--- config.mk ---
export PLATFORM = sky130hd
export DESIGN_NAME = branch_cond_eval
export DESIGN_NICKNAME = d
export VERILOG_FILES = /design/src/rtl/branch_cond_pkg.sv /design/src/rtl/flag_store.sv /design/src/rtl/cond_decode.sv /design/src/rtl/branch_cond_eval.sv
export SDC_FILE = /design/constraint.sdc
export NUM_CORES = 1
export LEC_CHECK = 0
export ABC_CLOCK_PERIOD_IN_PS = 1100
export BUFFER_PORTS_ARGS = -buffer_cell sky130_fd_sc_hd__buf_2
export CAP_MARGIN = 5
export CORE_AREA = 2 2 39 41
export CTS_CLUSTER_DIAMETER = 50
export CTS_CLUSTER_SIZE = 8
export DETAILED_ROUTE_END_ITERATION = 8
export DIE_AREA = 0 0 41 43
export SYNTH_ARGS = -nofsm -noshare
export SYNTH_HDL_FRONTEND = slang
export SYNTH_SLANG_ARGS = --single-unit
export TNS_END_PERCENT = 100
--- constraint.sdc ---
create_clock -name clk_i -period 1.1 [get_ports clk_i]
set_clock_uncertainty 0.05 [all_clocks]
set_input_delay 0.165 -clock clk_i [delete_from_list [all_inputs] [get_ports clk_i]]
set_output_delay 0.165 -clock clk_i [all_outputs]
set_load 0.02 [all_outputs]
--- src/rtl/branch_cond_pkg.sv ---
package branch_cond_pkg;
  localparam int unsigned CODE_W = 4;
  localparam int unsigned SEL_W  = CODE_W - 1;

  typedef struct packed {
    logic z;
    logic c;
    logic n;
    logic v;
  } flags_t;

  typedef enum logic [SEL_W-1:0] {
    SEL_TRUE = 3'b000,
    SEL_Z    = 3'b001,
    SEL_C    = 3'b010,
    SEL_ZC   = 3'b011,
    SEL_N    = 3'b100,
    SEL_RSVD = 3'b101,
    SEL_NZ   = 3'b110,
    SEL_V    = 3'b111
  } cond_sel_e;
endpackage

--- src/rtl/flag_store.sv ---
module flag_store
  import branch_cond_pkg::*;
(
  input  logic   clk_i,
  input  logic   rst_ni,
  input  logic   flag_we_i,
  input  flags_t flags_i,
  input  logic   retire_i,
  input  logic   xfer_i,
  output flags_t flags_o,
  output logic   valid_o
);
  flags_t flags_q;
  logic   valid_q;
  logic   valid_d;

  // call/return dominates a write; a write dominates the retire clear
  always_comb begin
    valid_d = valid_q;
    if (xfer_i)         valid_d = 1'b0;
    else if (flag_we_i) valid_d = 1'b1;
    else if (retire_i)  valid_d = 1'b0;
  end

  always_ff @(posedge clk_i or negedge rst_ni) begin
    if (!rst_ni) begin
      flags_q <= '0;
      valid_q <= 1'b0;
    end else begin
      valid_q <= valid_d;
      if (flag_we_i) flags_q <= flags_i;
    end
  end

  assign flags_o = flags_q;
  assign valid_o = valid_q;

  a_r5_write_sets_valid: assert property (@(posedge clk_i) disable iff (!rst_ni)
    flag_we_i && !xfer_i |=> valid_q);
  a_r6_retire_clears: assert property (@(posedge clk_i) disable iff (!rst_ni)
    retire_i && !flag_we_i && !xfer_i |=> !valid_q);
  a_r8_xfer_invalidates: assert property (@(posedge clk_i) disable iff (!rst_ni)
    xfer_i |=> !valid_q);
  a_r2_flags_hold: assert property (@(posedge clk_i) disable iff (!rst_ni)
    !flag_we_i |=> $stable(flags_q));
endmodule

--- src/rtl/cond_decode.sv ---
module cond_decode
  import branch_cond_pkg::*;
(
  input  logic [CODE_W-1:0] cond_i,
  input  flags_t            flags_i,
  output logic              hit_o,
  output logic              rsvd_o,
  output logic              uses_flags_o
);
  cond_sel_e sel;
  logic      base;

  assign sel = cond_sel_e'(cond_i[SEL_W-1:0]);

  always_comb begin
    unique case (sel)
      SEL_TRUE: base = 1'b1;
      SEL_Z:    base = flags_i.z;
      SEL_C:    base = flags_i.c;
      SEL_ZC:   base = flags_i.z | flags_i.c;
      SEL_N:    base = flags_i.n;
      SEL_NZ:   base = flags_i.n | flags_i.z;
      SEL_V:    base = flags_i.v;
      default:  base = 1'b0;
    endcase
  end

  // top bit is the polarity of the base test
  assign hit_o        = base ^ cond_i[CODE_W-1];
  assign rsvd_o       = (sel == SEL_RSVD);
  assign uses_flags_o = (sel != SEL_TRUE) && (sel != SEL_RSVD);
endmodule

--- src/rtl/branch_cond_eval.sv ---
module branch_cond_eval
  import branch_cond_pkg::*;
(
  input  logic              clk_i,
  input  logic              rst_ni,
  input  logic              flag_we_i,
  input  logic              flag_z_i,
  input  logic              flag_c_i,
  input  logic              flag_n_i,
  input  logic              flag_v_i,
  input  logic              retire_i,
  input  logic              xfer_i,
  input  logic              eval_i,
  input  logic [CODE_W-1:0] cond_i,
  output logic              taken_o,
  output logic              err_o
);
  flags_t new_flags;
  flags_t cur_flags;
  logic   flags_valid;
  logic   hit;
  logic   rsvd;
  logic   uses_flags;
  logic   bad_use;

  assign new_flags = '{z: flag_z_i, c: flag_c_i, n: flag_n_i, v: flag_v_i};

  flag_store u_store (
    .clk_i     (clk_i),
    .rst_ni    (rst_ni),
    .flag_we_i (flag_we_i),
    .flags_i   (new_flags),
    .retire_i  (retire_i),
    .xfer_i    (xfer_i),
    .flags_o   (cur_flags),
    .valid_o   (flags_valid)
  );

  cond_decode u_decode (
    .cond_i       (cond_i),
    .flags_i      (cur_flags),
    .hit_o        (hit),
    .rsvd_o       (rsvd),
    .uses_flags_o (uses_flags)
  );

  assign bad_use = rsvd | (uses_flags & ~flags_valid);
  assign err_o   = eval_i & bad_use;
  assign taken_o = eval_i & ~bad_use & hit;

  a_r9_err_not_taken: assert property (@(posedge clk_i) disable iff (!rst_ni)
    err_o |-> !taken_o);
  a_r10_idle_quiet: assert property (@(posedge clk_i) disable iff (!rst_ni)
    !eval_i |-> !taken_o && !err_o);
  a_r4_reserved_err: assert property (@(posedge clk_i) disable iff (!rst_ni)
    eval_i && cond_i[2:0] == 3'b101 |-> err_o);
  a_r3_fixed_codes: assert property (@(posedge clk_i) disable iff (!rst_ni)
    eval_i && cond_i[2:0] == 3'b000 |-> !err_o && (taken_o == !cond_i[3]));
  a_r8_xfer_blocks_use: assert property (@(posedge clk_i) disable iff (!rst_ni)
    xfer_i ##1 (eval_i && cond_i == 4'b0001) |-> err_o);
endmodule

# == Word level (Yosys, flattened, before mapping) ==
# Index checks and enable logic that the tools add are counted.
# op_classes
muxes,4
n_eq_ne,8
n_reduce_logical,4
bitwise_logic,10
# ops
op,n
3-bit == test (second input constant),4
1-bit case mux with 7 select lines,1
3-bit by 2-bit == test with 1-bit output (second input constant),2
3-bit nonzero test,2
1-bit AND,4
3-bit by 1-bit == test with 1-bit output (second input constant),1
3-bit zero test,1
1-bit 2-to-1 mux,3
3-bit inequality test (second input constant),1
1-bit bitwise OR,3
1-bit inverter,2
1-bit logical AND,1
1-bit bitwise XOR,1
# totals
wordCells,31
out_inout_bits,2
reg_bits,5
inputBits,14

# == Depth between registers and ports, before layout ==
# logic_depth
depth_word,7
depth_mapped,4
mapped_depth_nobuf,4

# == Hierarchy ==
# A second synthesis with hierarchy kept.
# hier_totals
cells_unflattened,29
hier_area_um2,306.5
# by_module_without_submodules
module,area_each_um2,cells_per_inst,seq_area_each_um2,instances
flag_store,185.2,12,125.1,1
cond_decode,86.3,13,0.0,1
branch_cond_eval,35.0,4,0.0,1

# == Worst setup path after synthesis ==
# OpenSTA, ideal clock, no wires.
# synth_timing
kind,reg-to-output
startpoint,"register u_store.flags_q, in the netlist u_store.flags_o[3]"
endpoint,output taken_o
slack_ns,-0.329
t_arrival_ns,1.214
t_required_ns,0.885
path_stages_with_launch,5
path_buffers,0
path_cell_list,dfrtp_1 mux2_4 a21oi_2 a21oi_1 mux2i_1
# synth_via
elab_chain_cells,4
elab_cells_between_ends,5
classes_between,1 x mux; 4 x bitwise
# synth_lines
element,line_no,text
start: declaration,flag_store.sv:13,flags_t flags_q;
start signal: assignment,flag_store.sv:31,if (flag_we_i) flags_q <= flags_i;
"1-bit bitwise OR, on equally long branches","cond_decode.sv:22, cond_decode.sv:20",
1-bit case mux with 7 select lines (*),cond_decode.sv:16,unique case (sel)
1-bit bitwise XOR (*),cond_decode.sv:29,assign hit_o = base ^ cond_i[CODE_W-1];
1-bit AND (*),branch_cond_eval.sv:49,assign taken_o = eval_i & ~bad_use & hit;
end: declaration,branch_cond_eval.sv:15,"output logic taken_o,"
# Every way passes the cells marked *; elsewhere a longest branch is shown, timed or not.

# == Final worst setup path ==
# Ends and elaborated chain as after synthesis.

==> results <==
- The run finished, with violations left.
- The checks that failed: setup timing.
- The library cell used most frequently in the layout, excluding fill and tap cells, is sky130_fd_sc_hd__buf_2.
- For this block, the routed nets add up to 622 um of wire.
- Synthesis produced a netlist with a net count of 39.
- The minimum setup slack after placement is -0.326 ns.
- The final instance area is 510 um2.
- The count of distinct cell types in the synthesized netlist is 17.
- The startpoint identified for the worst hold timing path is xfer_i.
- Global routing consumed, over all layers together, 9.80% of the routing resources.
- After global routing the overflow that remains totals 0.
- 16 I/O pins were placed.
- The number of global-route vias before repair is 310.
- The first element of the critical path is u_store.flags_o[3].
- The die height is 43 um.
- The fraction of final layout cells sized beyond drive strength 1 is 68.8%.
- The count of buffers from port buffering is 15.
- The number of warnings issued by yosys is 0.
- The worst path required time is 0.88 ns.
- The maximum fanout encountered on the critical timing path is 3.
- The maximum level of the CTS H-tree is 1.
- The clock tree from TritonCTS is done.
- The clock-pin slew on the worst setup and hold paths is 0.04 ns.
- In the post-route analysis, the smallest setup slack over all paths is -0.546 ns.
- The peak ir drop on the vdd network is 0.545 mV.
- The TritonCTS buffer count is 3.
- The kind of launch point of the worst setup path is a register.
- The first routing iteration left 0 violations.
- The area of the mapped netlist is 292 um2.
- The longest clock path from root to sink contains 2 buffers.
- For this run, design rule violations remaining after detail routing come to 0.
- The hold violation total from the final report is 0.
- The floorplan step defined a core boundary enclosing 1380 um2.
- The worst register-to-register path begins at u_store.valid_o.
- The number of violations of the max-capacitance limit is 0.
- Setup violations remaining at the end of the flow were counted as 2.
- The worst min-delay path category is in -> reg.
- Traced cell by cell, the critical path runs through mux2_4, a21oi_2, a21oi_2, mux2i_4, buf_6.
- The first-pass GRT wire length is 1150 um.
- The number of buffer and inverter stages on the critical path is 1.
- The cell with the largest stage delay on the worst path is sky130_fd_sc_hd__dfrtp_1.
- After floorplanning, the core was divided into 14 placement rows.
- Entering global routing, the biggest net connects 7 pins.
- Of the synthesized area, sequential elements account for 42.9%.
- Routability-driven placement finished with a final weighted congestion of 0.588.
- STA classifies the critical path endpoint as an output pin.
- Setup repair after global routing could not meet its margin everywhere.
- The kind of critical path is reg -> out.
- The total die area is 1760 um2.
- The largest stage delay on the critical path is 0.38 ns.
- The antenna diode instance count is 0.
- The normalized max-slew margin is 80.7%.
- Summed over all cells, the static leakage comes to 0.236 nW.
- After the last flow step, the layout net total stands at 63.
- Averaged over all synthesized cells, the footprint is 11.7 um2.
- At the worst endpoint, the arrival time is 1.43 ns.
- Overall power consumption after layout is estimated at 0.583 mW.
- The number of setup buffers added after CTS is 0.
- The transition at the pin with the smallest max-transition slack is 0.290 ns.
- The fill cell instance count of the final layout is 144.
- Leaving out fill and tap cells, the most frequent cells in the layout are sky130_fd_sc_hd__buf_2, sky130_fd_sc_hd__dfrtp_1, sky130_fd_sc_hd__mux2_2.
- The number of antenna violations at the first check in global routing came to 0.
- The share of the clock period used by the worst path is 150%.
- The wire length per cell is 9.72 um.
- The total half-perimeter wirelength after legalization and detailed placement is 515 um.
- The starting density of the core is 21.1%.
- Once placement finished, the instance area stood at 434 um2.
- The detailed router placed 282 vias in this run.
- For this design the ratio of total power to cell area is 1140 nW/um2.
- Timing would allow up to 608 MHz.
- The number of max-slew violations in the final report is 0.
- The CTS root buffer is sky130_fd_sc_hd__clkbuf_4.
- The number of clock sinks is 5.
- The antenna violation net count after detailed routing is 0.
- The width of the die is 41 um.
- By instance count, the cell type seen most on the critical path is sky130_fd_sc_hd__a21oi_2.
- The number of iterations in the first detailed-routing pass is 1.
- The routed design could run at a clock period as short as 1.65 ns.
- After technology mapping, the gate count stands at 25.
- Clock latency on the worst-skew pair, taken at its later pin, is 0.24 ns.
- The layout overhead on the synthesized area is 75.1%.
- The vias per cell is 4.41.
- In this design, the largest share of critical-path delay is due to multiplexers.
- The count of state elements after synthesis is 5.
## stage by stage
step / hold WS (ns) / TNS [ns] / std cells / utilization [%]
3_5_place_dp: -0.0658 / -0.510 / 59 / 31.4
5_1_grt: 0.0251 / -1.01 / 64 / 36.9
6_report: 0.0222 / -0.886 / 64 / 36.9
3_3_place_gp: -0.0650 / -0.501 / 59 / 31.4
2_1_floorplan: -0.181 / -0.208 / 25 / -
4_1_cts: 0.0159 / -0.916 / 64 / 36.9
## path summary, 6_finish.rpt
check	to	slack, ns	cells past startpoint
min	u_store.valid_o	0.02	2
max in group asynchronous	u_store.flags_o[1]	0.65	2
min in group asynchronous	u_store.flags_o[2]	0.22	2
min reg2reg	u_store.flags_o[2]	0.46	1
max reg2reg	u_store.valid_o	0.26	3
max	taken_o	-0.55	5
## flip-flops by register name, indices dropped and copies added (netlist names)
name / cells
u_store.valid_o: 1
u_store.flags_o: 4
## cell usage after synthesis (all sizes together)
cell type	instances	area share, %
o21bai	1	2.6
dfrtp	5	43
o2bb2ai	1	3.0
o21ba	1	3.4
or2b	1	2.6
nor2	1	1.3
nor2b	1	2.1
mux2	5	21
nand3b	1	2.6
a21oi	3	6.4
inv	1	1.3
nand3	1	1.7
a221oi	1	3.0
mux2i	1	3.4
and2b	1	3.0
## timing repair
item                       CTS  global route
hold endpoints to repair     5             0
hold buffers                 1             0
setup endpoints to repair    2             2
pin swaps                    1             0
gates resized for setup      8             0
## logic make-up after synthesis
logic type             synth area share [%]
buffers and inverters                  1.29
flip-flops                             42.9
AO/OA/AOI/OAI                          18.5
AND/OR/NAND/NOR                        13.3
multiplexers                           24.0
## power breakdown
| part | total (mW) | internal (mW) | switching [mW] |
|---|---|---|---|
| clock | 0.211 | 0.137 | 0.0742 |
| sequential | 0.211 | 0.202 | 0.00916 |
| combinational | 0.161 | 0.0980 | 0.0632 |
| total | 0.583 | 0.437 | 0.146 |
## final cells by class
cell class	count	area, um2	area share [%]
Multi-Input combinational cell	19	211	41.4
Clock buffer	4	26.3	5.15
Tap cell	16	20.0	3.92
Sequential cell	5	125	24.5
Timing Repair Buffer	19	124	24.3
Inverter	1	3.75	0.735
## metal layers
| metal | vias to the layer above | GRT usage (%) | wire, um |
|---|---|---|---|
| met5 | - | 0 | 0 |
| met4 | 0 | 8.00 | 21 |
| met3 | 4 | 3.14 | 73 |
| met2 | 18 | 14.1 | 254 |
| met1 | 122 | 11.1 | 272 |
| li1 | 138 | - | - |
(Power assumes the default switching activity.)
